**src/rtl/refill_tag_fifo.sv**
```systemverilog
module refill_tag_fifo #(
  parameter int NUM_CACHES = 4,
  parameter int DATA_W     = 32,
  parameter int DEPTH      = 2,
  parameter int TAG_W      = (NUM_CACHES > 1) ? $clog2(NUM_CACHES) : 1
) (
  input  logic                  clk,
  input  logic                  rst_n,
  input  logic                  flush,
  input  logic                  push_valid,
  input  logic [TAG_W-1:0]      push_tag,
  input  logic [DATA_W-1:0]     push_data,
  output logic                  push_ready,
  output logic [NUM_CACHES-1:0] head_valid,
  output logic [DATA_W-1:0]     head_data,
  input  logic [NUM_CACHES-1:0] pop
);
  localparam int PTR_W = (DEPTH > 1) ? $clog2(DEPTH) : 1;
  localparam int CNT_W = $clog2(DEPTH + 1);

  logic [DATA_W-1:0] data_q [DEPTH];
  logic [TAG_W-1:0]  tag_q  [DEPTH];
  logic [PTR_W-1:0]  rd_q, wr_q;
  logic [CNT_W-1:0]  cnt_q;

  logic push_fire, pop_fire, not_empty;

  assign not_empty  = (cnt_q != '0);
  assign push_ready = (cnt_q < CNT_W'(DEPTH));
  assign push_fire  = push_valid & push_ready & ~flush;
  assign pop_fire   = |(pop & head_valid) & ~flush;
  assign head_data  = data_q[rd_q];

  for (genvar i = 0; i < NUM_CACHES; i++) begin : g_own
    assign head_valid[i] = not_empty && (tag_q[rd_q] == TAG_W'(i));
  end

  function automatic logic [PTR_W-1:0] wrap_inc(input logic [PTR_W-1:0] p);
    return (p == PTR_W'(DEPTH - 1)) ? '0 : p + 1'b1;
  endfunction

  always_ff @(posedge clk) begin
    if (!rst_n || flush) begin
      rd_q  <= '0;
      wr_q  <= '0;
      cnt_q <= '0;
      if (!rst_n) begin
        for (int k = 0; k < DEPTH; k++) begin
          data_q[k] <= '0;
          tag_q[k]  <= '0;
        end
      end
    end else begin
      if (push_fire) begin
        data_q[wr_q] <= push_data;
        tag_q[wr_q]  <= push_tag;
        wr_q         <= wrap_inc(wr_q);
      end
      if (pop_fire) rd_q <= wrap_inc(rd_q);
      case ({push_fire, pop_fire})
        2'b10:   cnt_q <= cnt_q + 1'b1;
        2'b01:   cnt_q <= cnt_q - 1'b1;
        default: cnt_q <= cnt_q;
      endcase
    end
  end
endmodule

```
**config.mk**
```make
export PLATFORM = sky130hd
export DESIGN_NAME = refill_tag_fifo
export DESIGN_NICKNAME = d
export VERILOG_FILES = /design/src/rtl/refill_tag_fifo.sv
export SDC_FILE = /design/constraint.sdc
export NUM_CORES = 1
export LEC_CHECK = 0
export ABC_AREA = 1
export BUFFER_PORTS_ARGS = -buffer_cell sky130_fd_sc_hd__buf_2
export CAP_MARGIN = 30
export CORE_MARGIN = 2
export CORE_UTILIZATION = 34
export CTS_CLUSTER_DIAMETER = 30
export DETAILED_ROUTE_END_ITERATION = 10
export PLACE_DENSITY = 0.54
export SYNTH_ARGS = -nofsm -noshare
export SYNTH_HDL_FRONTEND = slang
export SYNTH_SLANG_ARGS = --single-unit
```
**constraint.sdc**
```tcl
create_clock -name clk -period 2.53 [get_ports clk]
set_clock_uncertainty 0.15 [all_clocks]
set_input_delay 0.253 -clock clk [delete_from_list [all_inputs] [get_ports clk]]
set_output_delay 0.253 -clock clk [all_outputs]
set_load 0.005 [all_outputs]
```
Word-level counts from Yosys, hierarchy flattened --
Memories as Yosys holds them, arrays and structs flattened. A register that Yosys moved wholly into a read port is not among the register bits. Index checks and enable logic that the tools add are counted.
Word-level totals: register bits 4, bits in read-only memories 0, input port bits 42, logic and storage cells 51, latch bits 0, RAM bits 68, memories 2, output and inout port bits 37
Operators by class: $add $sub $neg 4, reduce and logical (&&, ||, !) cells 12, $lt $le $gt $ge 1, div/mod/pow operators 0, multiplexer cells 19, shifts and indexed selects 0, multiply operators 0, eq/ne operators 5, bitwise operators 5
Memory list:
- data_q | depth 2, bits a word 32, read ports 1, clocked after memory_dff 1, wr ports 2, RTL line 21 | logic [DATA_W-1:0] data_q [DEPTH];
- tag_q | depth 2, bits a word 2, read ports 1, clocked after memory_dff 1, wr ports 2, RTL line 22 | logic [TAG_W-1:0] tag_q [DEPTH];
Operators with widths (count):
- $mux 32 | 1
- $reduce_or 32->1 | 1
- $mux 1 | 16
- $eq 2x2->1 const B | 3
- $and 4x4->4 | 1
- $eq 2x1->1 const B | 2
- $logic_and 1x1->1 | 4
- $pmux 2 s2 | 1
- $reduce_bool 2->1 | 2
- $reduce_or 4->1 | 1
- $and 1x1->1 | 3
- $add 1x1->1 const B | 2
- $add 2x1->2 const B | 1
- $logic_not 2->1 | 1
- $lt 2x2->1 const B | 1
- $mux 2 | 1
- $reduce_or 2->1 | 1
- $sub 2x1->2 const B | 1
- $logic_not 1->1 | 1
- $logic_or 1x1->1 | 1
- $not 1->1 | 1

Depth between registers and ports, before layout --
word-level depth 8, gate-level depth with buffers 15, gate-level depth less buffers 14

Worst setup path after synthesis --
Ideal clock, no wire load.
path type register to register, from register cnt_q[1], to memory data_q[0][0], enable pin, required time 1988 ps, period minus slack after synthesis 2171 ps, slack 359 ps, library setup time 392 ps, path buffers 1, cell stages (with the launch flop) 7, data arrival time 1629 ps, cell sequence dfxtp_1 -> inv_2 -> nand3_2 -> nor2_1 -> nand2_1 -> buf_2 -> nand2_1
RTL lines:
- from (decl) | RTL line 24 | logic [CNT_W-1:0] cnt_q;
- from (signal assigned) | RTL line 61 | 2'b10: cnt_q <= cnt_q + 1'b1;
- from (signal assigned) | RTL line 62 | 2'b01: cnt_q <= cnt_q - 1'b1;
- from (signal assigned) | RTL line 63 | default: cnt_q <= cnt_q;
- to (decl) | RTL line 21

==> summary.md <==
| Metric | Value |
|---|---|
| Outcome | `complete, no violations` |
| Area share of xor/xnor cells in the synthesized design | `0%` |
| Category of the most critical setup path | `reg -> reg` |
| Power share of the clock group | `35.8%` |
| Largest incremental delay on the critical path | `0.57 ns` |
| Placed Instances | `549` |
| Critical Path Slowest Stage Cell | `sky130_fd_sc_hd__dfxtp_2` |
| H-tree level count | `3` |
| Number of synthesized register bits | `73` |
| Number of failing setup endpoints in the final timing report | `0` |
| Sw Share | `22.1%` |
| Via count of the first global-routing pass | `2,296` |
| Synthesized area | `3290 sq um` |
| Most area-consuming cells after synthesis | `sky130_fd_sc_hd__edfxtp_1 62%, sky130_fd_sc_hd__nand2_1 13%, sky130_fd_sc_hd__nor2_1 9.2%` |
| Sequential cell area fraction in the yosys report | `65.1%` |
| Simple-gate share of the synthesized area | `26.6%` |
| Leakage | `1.98 nW` |
| Max rail drop VDD | `0.285 mV` |
| Number of port buffers | `78` |
| Path length in cells of the critical path | `10` |
| Half-perimeter wire length of the detailed placement result | `4440 microns` |
| Cell Count, Final, Fillers Out | `565` |
| Area of the placeable core | `9330 sq um` |
| Final weighted congestion of routability-driven global placement | `0.851` |
| Share of synthesized area spent on multiplexers | `0%` |
| Ratio of final minimum period to clock period | `87.5%` |
| Start point of the worst min-delay path | `push_data[13]` |
| Number of cells traversed by the worst register-to-register path | `10` |
| Vias | `2,395` |
| Post-CTS Setup Repair Bufs | `0` |
| ANT nets after route | `0` |
| Setup repair after global routing missed its margin | `false` |
| Power density over the cells | `618 nW/um^2` |
| Clock slew at the register clock pins of the worst setup and hold paths | `0.08 ns` |
| First-pass GRT wire length | `10,800 microns` |
| Total net switching power | `0.000552 W` |
| Combinational family with the most area after synthesis | `simple AND/OR/NAND/NOR gates` |
| Number of ports placed on the die boundary | `79` |
| Combinational share of power | `8.2%` |
| Internal power of the cells | `0.00194 W` |
| Number of stages on the worst hold path | `3` |
| Maximum buffer depth of the clock tree | `2` |
| Synthesis warning total | `0` |
| Worst Hold Slack | `0.0677 ns` |
| Area growth syn-to-layout | `22.6%` |
| Final Max Tran Viols | `0` |
| Reported max-cap violation count | `0` |
| Library cell used as clock root buffer | `sky130_fd_sc_hd__clkbuf_8` |
| Worst EP required | `2.66 ns` |
| Kind of end point of the critical path | `register` |
| Final worst path period need | `2.21 ns` |
| Inserted Clock Buffers | `9` |
| Critical path peak fanout | `35` |
| Inserted Diodes | `0` |
| Post-synthesis cell count | `347` |
| End point of the most critical hold path | `data_q[0][13]` |
| Number of detailed-routing iterations run before antenna repair | `4` |
| Final sum of negative setup slack | `0 ns` |
| Adder-cell share of the synthesized area | `0.380%` |
| Pre-CTS setup slack | `0.305 ns` |
| Gr ovfl total | `0` |
| Yosys top cell by area | `sky130_fd_sc_hd__edfxtp_1` |
| Buf+Inv Stages, Crit Path | `1` |
| Post-synthesis compound-gate area fraction | `0.304%` |
| Family of cells with the greatest summed delay on the critical path | `simple AND/OR/NAND/NOR gates` |
| Slew at the pin closest to its max-slew limit | `0.423 ns` |
| Chip height | `102 microns` |
| Iteration-0 DRC Markers | `60` |
| Overall die width | `102 microns` |
| Die area | `10,500 sq um` |
| Terminus of the critical flop-to-flop path | `cnt_q[0]` |
| Post-cts sizing count | `0` |
| Global-route usage over all layers | `13.9%` |
| Pin count of the biggest net entering global routing | `36` |
| Normalized max-slew margin | `71.8%` |
| Cell-by-cell listing of the critical path | `inv_8, nand2_4, nand2_4, nand4_1, nand2_2, nor2_4, nor2_1, ha_1, or2_2, a21oi_1` |
| Layout cell share with drive strength beyond 1 | `27.5%` |
| Number of antenna violations at the first check in global routing | `0` |
| Clk Latency, worst-skew pair | `0.34 ns` |
| Total detailed-routing wirelength | `6860 microns` |
| Highest attainable clock frequency | `452 MHz` |
| Unique cell type count in the Yosys netlist | `21` |
| Critical path startpoint category | `register` |
| Min-Delay Path Class | `in -> reg` |
| Net total in the final layout | `474` |
| Average cell area after synthesis | `9.48 sq um` |
| Starting density of the core | `35.3%` |
| Least setup slack across all paths after layout | `0.315 ns` |
| Proportion of power drawn by flip-flops and latches | `55.9%` |
| Clock tree sinks | `73` |
| Hold violation total from the final report | `0` |
| Most frequent cell on the critical path | `sky130_fd_sc_hd__nand2_4` |
| Post-synth top area share | `62.1%` |
| R2R setup slack | `0.32 ns` |
| Standard-cell row count | `35` |
| # hold bufs at CTS | `0` |
| Clock tree from TritonCTS | `done` |
| Remaining design rule violation count | `0` |
| Arrival time worst endpoint | `2.34 ns` |
| Number of filler instances in the final layout | `948` |
| Post-synth net total | `390` |
| Detailed-route wire length per cell | `12.1 microns` |
| Vias per inst | `4.24` |
[kinds of logic (layout without fill, tap and decap cells)]
family | count (synthesis) | count (layout)
adder cells (fa/ha/maj) | 1 | 1
AO/OA/AOI/OAI | 2 | 2
AND/OR/NAND/NOR | 211 | 211
flip-flops | 73 | 73
buffers and inverters | 60 | 149
[cells in the mapped netlist, drive strengths merged]
cell    instances
a21oi           2
buf             7
clkbuf          6
dfxtp           5
edfxtp         68
ha              1
inv            47
nand2         119
nand3           2
nand4           3
nor2           84
nor3            2
or2             1
[flip-flops by register name, summed over array words and instances, names as in the netlist, named ones only]
signal,flops
data_q,64
wr_q,1
cnt_q,2
tag_q,4
rd_q,1
[tightest hold or removal path, stage by stage]
cell and delay (ns):
sky130_fd_sc_hd__buf_2 0.07, sky130_fd_sc_hd__inv_1 0.04, sky130_fd_sc_hd__nor2_1 0.08
[metal layers]
| layer | wire (microns) | up-vias | global-route usage, % |
|---|---|---|---|
| met5 | 0 | - | 0 |
| li1 | - | 1236 | - |
| met3 | 232 | 8 | 2.80 |
| met1 | 2870 | 1102 | 16.2 |
| met2 | 3660 | 49 | 24.8 |
| met4 | 106 | 0 | 6.15 |
[power groups by stage]
stage	sequential [W]	clock, W	combinational [W]
global placement	0.00142	0	0.000209
global route	0.00140	0.000974	0.000234
floorplan	0.00142	0	0.000109
finish	0.00139	0.000892	0.000205
CTS	0.00139	0.000917	0.000212
detailed placement	0.00142	0	0.000211
[worst max path at each step]
stage	to
2_1_floorplan	data_q[0][0]
3_3_place_gp	cnt_q[0]
3_5_place_dp	cnt_q[0]
4_1_cts	cnt_q[0]
5_1_grt	cnt_q[1]
6_report	cnt_q[0]
[metrics by stage]
stage	utilization [%]	power (W)	instance area, sq um
final	43.2	0.00249	4030
after global routing	43.2	0.00261	4030
after CTS	43.2	0.00252	4030
after detailed placement	41.2	0.00163	3840
after global placement	41.2	0.00163	3840
after floorplan	-	0.00153	3290
[area by class of cell]
| class | count | area, sq um | area share (%) |
|---|---|---|---|
| Clock inverter | 3 | 40.0 | 0.993 |
| Clock buffer | 13 | 149 | 3.69 |
| Tap cell | 129 | 161 | 4.00 |
| Sequential cell | 73 | 2140 | 53.1 |
| Inverter | 47 | 186 | 4.62 |
| Multi-Input combinational cell | 214 | 902 | 22.4 |
| Timing Repair Buffer | 86 | 450 | 11.2 |
[placed cells by master, fill, tap and decap left out, types with 3 or more instances in the layout]
cell,count
sky130_fd_sc_hd__nor2_1,81
sky130_fd_sc_hd__nand2_4,4
sky130_fd_sc_hd__dfxtp_1,4
sky130_fd_sc_hd__clkbuf_1,3
sky130_fd_sc_hd__buf_4,8
sky130_fd_sc_hd__edfxtp_1,68
sky130_fd_sc_hd__clkbuf_8,10
sky130_fd_sc_hd__nand2_1,109
sky130_fd_sc_hd__nand2_2,6
sky130_fd_sc_hd__buf_2,78
sky130_fd_sc_hd__inv_1,43
sky130_fd_sc_hd__nand4_1,3
Power figures use the tool's default switching activity.
